[config.mk]
export PLATFORM = sky130hd
export DESIGN_NAME = rtc_core
export DESIGN_NICKNAME = d
export VERILOG_FILES = /design/src/rtl/rtc_pkg.sv /design/src/rtl/rtc_prescaler.sv /design/src/rtl/rtc_calendar.sv /design/src/rtl/rtc_binary.sv /design/src/rtl/rtc_alarm.sv /design/src/rtl/rtc_core.sv
export SDC_FILE = /design/constraint.sdc
export NUM_CORES = 1
export LEC_CHECK = 0
export ABC_AREA = 1
export BUFFER_PORTS_ARGS = -buffer_cell sky130_fd_sc_hd__clkbuf_2
export CAP_MARGIN = 15
export CELL_PAD_IN_SITES_DETAIL_PLACEMENT = 1
export CELL_PAD_IN_SITES_GLOBAL_PLACEMENT = 1
export CORE_MARGIN = 8
export CORE_UTILIZATION = 43
export CTS_CLUSTER_DIAMETER = 80
export DETAILED_ROUTE_END_ITERATION = 10
export GPL_TIMING_DRIVEN = 0
export PLACE_DENSITY_LB_ADDON = 0.2
export SLEW_MARGIN = 20
export SYNTH_ARGS = -nofsm -noshare
export SYNTH_HDL_FRONTEND = slang
export SYNTH_SLANG_ARGS = --single-unit
[constraint.sdc]
create_clock -name clk_rtc -period 5.1 [get_ports clk_rtc]
set_clock_uncertainty 0.15 [all_clocks]
set_input_delay 0 -clock clk_rtc [delete_from_list [all_inputs] [get_ports clk_rtc]]
set_output_delay 0 -clock clk_rtc [all_outputs]
set_load 0.005 [all_outputs]
[src/rtl/rtc_pkg.sv]
package rtc_pkg;

   localparam int CAL_W = 43;

   typedef struct packed {
      logic [5:0] week;
      logic [2:0] wday;
      logic [7:0] year;
      logic [3:0] mon;
      logic [4:0] day;
      logic [4:0] hour;
      logic [5:0] mins;
      logic [5:0] secs;
   } cal_t;

   localparam cal_t CAL_RST = '{week: 6'd1, wday: 3'd1, year: 8'd0, mon: 4'd1,
                                day: 5'd1, hour: 5'd0, mins: 6'd0, secs: 6'd0};

   function automatic logic is_leap(input logic [7:0] yoff);
      int unsigned y;
      y = 32'd2000 + {24'd0, yoff};
      return ((y % 4) == 0) && (((y % 100) != 0) || ((y % 400) == 0));
   endfunction

   function automatic logic [4:0] month_len(input logic [3:0] m, input logic [7:0] yoff);
      case (m)
         4'd2:                      return is_leap(yoff) ? 5'd29 : 5'd28;
         4'd4, 4'd6, 4'd9, 4'd11:   return 5'd30;
         default:                   return 5'd31;
      endcase
   endfunction

endpackage

[src/rtl/rtc_prescaler.sv]
module rtc_prescaler #(
   parameter int DIV = 32768
) (
   input  logic clk,
   input  logic rst_n,
   input  logic en,
   input  logic clr,
   output logic tick
);
   localparam int PW = (DIV > 1) ? $clog2(DIV) : 1;
   localparam logic [PW-1:0] LAST = PW'(DIV - 1);

   logic [PW-1:0] cnt_q;

   assign tick = en && (cnt_q == LAST);

   always_ff @(posedge clk or negedge rst_n) begin
      if (!rst_n)        cnt_q <= '0;
      else if (clr)      cnt_q <= '0;
      else if (tick)     cnt_q <= '0;
      else if (en)       cnt_q <= cnt_q + 1'b1;
   end

   AST_PRESC_FREEZE: assert property (@(posedge clk) disable iff (!rst_n)
      (!en && !clr) |=> $stable(cnt_q));

endmodule

[src/rtl/rtc_calendar.sv]
module rtc_calendar
   import rtc_pkg::*;
(
   input  logic clk,
   input  logic rst_n,
   input  logic en,
   input  logic tick,
   input  logic ld,
   input  cal_t ld_val,
   output cal_t q
);
   cal_t nxt;

   always_comb begin
      nxt = q;
      if (q.secs < 6'd59) nxt.secs = q.secs + 6'd1;
      else begin
         nxt.secs = '0;
         if (q.mins < 6'd59) nxt.mins = q.mins + 6'd1;
         else begin
            nxt.mins = '0;
            if (q.hour < 5'd23) nxt.hour = q.hour + 5'd1;
            else begin
               nxt.hour = '0;
               nxt.wday = (q.wday >= 3'd7) ? 3'd1 : q.wday + 3'd1;
               if (q.wday >= 3'd7)
                  nxt.week = (q.week >= 6'd52) ? 6'd1 : q.week + 6'd1;
               if (q.day < month_len(q.mon, q.year)) nxt.day = q.day + 5'd1;
               else begin
                  nxt.day = 5'd1;
                  if (q.mon < 4'd12) nxt.mon = q.mon + 4'd1;
                  else begin
                     nxt.mon  = 4'd1;
                     nxt.year = q.year + 8'd1;
                  end
               end
            end
         end
      end
   end

   always_ff @(posedge clk or negedge rst_n) begin
      if (!rst_n)            q <= CAL_RST;
      else if (en && ld)     q <= ld_val;
      else if (en && tick)   q <= nxt;
   end

   AST_SEC_WRAP: assert property (@(posedge clk) disable iff (!rst_n)
      (en && tick && !ld && q.secs == 6'd59) |=> (q.secs == 6'd0));
   AST_WEEK_HOLD: assert property (@(posedge clk) disable iff (!rst_n)
      (!ld && q.wday != 3'd7) |=> $stable(q.week));
   AST_IDLE_HOLD: assert property (@(posedge clk) disable iff (!rst_n)
      (!en || (!ld && !tick)) |=> $stable(q));

endmodule

[src/rtl/rtc_binary.sv]
module rtc_binary #(
   parameter int W = 43
) (
   input  logic         clk,
   input  logic         rst_n,
   input  logic         en,
   input  logic         tick,
   input  logic         ld,
   input  logic [W-1:0] ld_val,
   output logic [W-1:0] q
);
   always_ff @(posedge clk or negedge rst_n) begin
      if (!rst_n)            q <= '0;
      else if (en && ld)     q <= ld_val;
      else if (en && tick)   q <= q + 1'b1;
   end

   AST_BIN_STEP: assert property (@(posedge clk) disable iff (!rst_n)
      (en && tick && !ld) |=> (q == $past(q) + 1'b1));

endmodule

[src/rtl/rtc_alarm.sv]
module rtc_alarm #(
   parameter int W         = 43,
   parameter bit MATCH_REG = 1'b0
) (
   input  logic         clk,
   input  logic         rst_n,
   input  logic         wr,
   input  logic [W-1:0] wr_val,
   input  logic [W-1:0] cnt,
   output logic         match
);
   logic [W-1:0] alarm_q;

   always_ff @(posedge clk or negedge rst_n) begin
      if (!rst_n)   alarm_q <= '1;
      else if (wr)  alarm_q <= wr_val;
   end

   generate
      if (MATCH_REG) begin : g_reg
         logic match_q;
         always_ff @(posedge clk or negedge rst_n) begin
            if (!rst_n) match_q <= 1'b0;
            else        match_q <= (cnt == alarm_q);
         end
         assign match = match_q;
      end else begin : g_comb
         assign match = (cnt == alarm_q);
      end
   endgenerate

   AST_ALARM_WRITE: assert property (@(posedge clk) disable iff (!rst_n)
      wr |=> (alarm_q == $past(wr_val)));

endmodule

[src/rtl/rtc_core.sv]
module rtc_core
   import rtc_pkg::*;
#(
   parameter int PRESC_DIV = 32768,
   parameter int BIN_W     = 43,
   parameter bit MATCH_REG = 1'b0
) (
   input  logic             clk_rtc,
   input  logic             por_n,
   input  logic             cal_mode,
   input  logic             tick_en,
   input  logic             load_en,
   input  logic [BIN_W-1:0] load_val,
   input  logic             alarm_wr,
   input  logic [BIN_W-1:0] alarm_val,
   output logic [BIN_W-1:0] count_o,
   output logic             match_o
);
   generate
      if (BIN_W != CAL_W) begin : g_bad_width
         $error("rtc_core: BIN_W must equal the calendar word width");
      end
      if (PRESC_DIV < 2) begin : g_bad_div
         $error("rtc_core: PRESC_DIV must be at least 2");
      end
   endgenerate

   logic             sec_tick;
   cal_t             cal_q;
   cal_t             cal_ld;
   logic [BIN_W-1:0] bin_q;

   assign cal_ld = load_val;

   rtc_prescaler #(.DIV(PRESC_DIV)) u_presc (
      .clk(clk_rtc), .rst_n(por_n), .en(tick_en), .clr(load_en), .tick(sec_tick)
   );

   rtc_calendar u_cal (
      .clk(clk_rtc), .rst_n(por_n), .en(cal_mode), .tick(sec_tick),
      .ld(load_en), .ld_val(cal_ld), .q(cal_q)
   );

   rtc_binary #(.W(BIN_W)) u_bin (
      .clk(clk_rtc), .rst_n(por_n), .en(!cal_mode), .tick(sec_tick),
      .ld(load_en), .ld_val(load_val), .q(bin_q)
   );

   assign count_o = cal_mode ? cal_q : bin_q;

   rtc_alarm #(.W(BIN_W), .MATCH_REG(MATCH_REG)) u_alarm (
      .clk(clk_rtc), .rst_n(por_n), .wr(alarm_wr), .wr_val(alarm_val),
      .cnt(count_o), .match(match_o)
   );

   AST_LOAD_WINS: assert property (@(posedge clk_rtc) disable iff (!por_n)
      load_en |=> (count_o == $past(load_val) || $past(cal_mode) != cal_mode));

endmodule

==> results.tsv <==
metric	value	unit
synth.largest_area_cell	dfrtp_1	
p_leak	0.00590	uW
synth_area	0.00992	mm2
grt_max_degree	87	
ys_warn_count	0	
setup_ws	0.322	ns
coreArea	0.0226	mm2
ant_nets	0	
synthCells	1321	
synth_common_cells	288 x nand2_1, 151 x o21ai_0, 146 x inv_1	
tritoncts	yes	
hold_slack	0.0188	ns
arrival	4.92	ns
setup_violations	0	
dp_hpwl	29800	um
fin_cells	1888	
clock-root-buffer	clkbuf_16	
path_clk_slew	0.08	ns
avgSynthCellArea	7.51	um2
dr.first_iter.drc_count	956	
hold_viol	0	
synth_edf_count	0	
drcViolationCount	0	
synth_cell_types	54	
status	finished, final reports clean	
grt_pass1_wl	67800	um
area_delta_synth_final	29.4	%
vias	11200	
worst_slew_pin_slew	1.11	ns
final_util	56.7	%
die_area	0.0282	mm2
powerDensity	331	mW/mm2
drive_gt1_share	21.4	%
antenna_found_initial	3	
final_nets	1700	
clkLatencyLatePin	0.45	ns
dp.cells	1740	
row_count	55	
cts_max_path_buffers	2	
die_x	168	um
relSlewSlack	25.5	%
crit_type	flop to flop	
htreeDepth	4	
port_buffers	133	
vdd.ir_drop.worst	0.234	mV
drv_slew	0	
power	4250	uW
worstSetupStartpointType	flop	
final.period_utilization	93.7	%
synth-main-ff-cell	dfrtp_1	
start_util	43.8	%
yosys.cell_count.top_type	nand2_1	
async_flop_share	100	%
first_pass_iters	7	
worstPathRequired	5.24	ns
synth_nets	1434	
io_pins	136	
grt_pass1_vias	11900	
wirelength	44400	um
place.gp.congestion	0.900	
cap_violations	0	
cts_num_sinks	144	
yosysSeqAreaShare	36.9	%
die_y	168	um
post-route-min-period	4.78	ns
pre_cts_slack	0.0957	ns
track_usage	30.8	%
hold_class	input port to async pin	
cts_buffers	17	
critical_path.endpoint_type	flop	
ys_top_cells_by_area	dfrtp_1 24%, dfstp_2 12%, nand2_1 11%	
vias_per_cell	5.93	
wl_per_cell	23.5	um
worstPathMaxFanout	6	
synth.top_cell.area_share	24.5	%
synth_seq_cells	144	
grt-ovfl-total	0	
fmax	209	MHz
-- routing by layer --
metal,GRT usage (%),vias up,wire length (um)
li1,-,4976,-
met1,34.5,5499,16500
met2,52.7,533,21900
met3,6.43,181,3120
met4,19.8,0,2860
met5,0,-,0
-- power breakdown --
part           internal [uW]  total [uW]  switching, uW  leakage [uW]
logic                    501        1360            860       0.00389
clock network            797        1380            578      0.000291
registers               1330        1510            181       0.00171
total                   2630        4250           1620       0.00590
-- repair_timing --
item,CTS,global route
setup buffers,0,20
hold endpoints to repair,219,0
endpoints found under the setup margin,0,23
gates resized for setup,0,47
hold buffers,93,0
-- placed cells by master (no fill, tap or decap), types with 47 or more instances in the layout --
cell,Yosys,final
dfstp_2,47,47
dfrtp_1,97,96
nor2_1,97,93
dlygate4sd3_1,0,93
nand2_1,288,272
clkbuf_2,0,132
a21oi_1,54,53
nand3_1,51,50
xor2_1,70,69
inv_1,146,142
o21ai_0,151,150
-- per-stage QoR --
stage | instance area [um2] | TNS, ns
5_1_grt | 12800 | -0.726
6_report | 12800 | 0
4_1_cts | 12500 | 0
2_1_floorplan | 9920 | 0
3_3_place_gp | 10900 | 0
3_5_place_dp | 11000 | 0
-- cell families after synthesis --
| kind of cell | Yosys count | synth area share, % |
|---|---|---|
| simple gates | 564 | 26.1 |
| mux | 36 | 4.09 |
| buf+inv | 206 | 8.13 |
| fa+ha+maj | 21 | 2.65 |
| xor+xnor | 74 | 6.54 |
| compound gates | 276 | 15.6 |
| flops | 144 | 36.9 |
-- path summary, 6_finish.rpt --
check                      cells past startpoint                         endpoint               startpoint  slack (ns)
max reg2reg                                   16          u_bin.q[41]$_DFFE_PN0P_   u_bin.q[2]$_DFFE_PN0P_        0.32
min                                            2           u_cal.q[1]$_DFFE_PN0P_                    por_n        0.02
max in group asynchronous                      3  u_alarm.alarm_q[24]$_DFFE_PN1P_                    por_n        3.92
min in group clk_rtc                           4  u_alarm.alarm_q[42]$_DFFE_PN1P_                 alarm_wr        0.06
min reg2reg                                    2          u_cal.q[17]$_DFFE_PN1P_  u_cal.q[17]$_DFFE_PN1P_        0.37
max                                           16          u_bin.q[41]$_DFFE_PN0P_   u_bin.q[2]$_DFFE_PN0P_        0.32
-- registers in the layout (all words and copies together), names as in the netlist --
| register | flops |
|---|---|
| u_alarm.alarm_q | 43 |
| u_bin.q | 43 |
| u_cal.q | 43 |
| u_presc.cnt_q | 15 |
-- worst max-delay path, stage by stage (launching register included) --
cell      delay [ns]
dfrtp_1         0.41
inv_1           0.12
nor3_1          0.40
nand3_1         0.18
nor2_1          0.24
nand4_1         0.19
nor4_1          0.70
nand4_1         0.40
nor2_1          0.22
or3b_2          0.46
clkbuf_1        0.22
nor4_1          0.37
nand3_1         0.17
nand2_1         0.09
inv_1           0.04
o221ai_1        0.16
o21ai_0         0.11
-- area by class of cell --
class | count | area, um2
clock inverters | 13 | 161
plain buffers | 53 | 240
fillers | 2860 | 9810
diodes | 3 | 7.51
well taps | 285 | 357
inverters | 153 | 584
repair buffers | 247 | 1790
clock buffers | 19 | 453
flip-flops and latches | 144 | 3660
multi-input cells | 971 | 5580
Note: power is estimated with default switching activity, not from simulation.
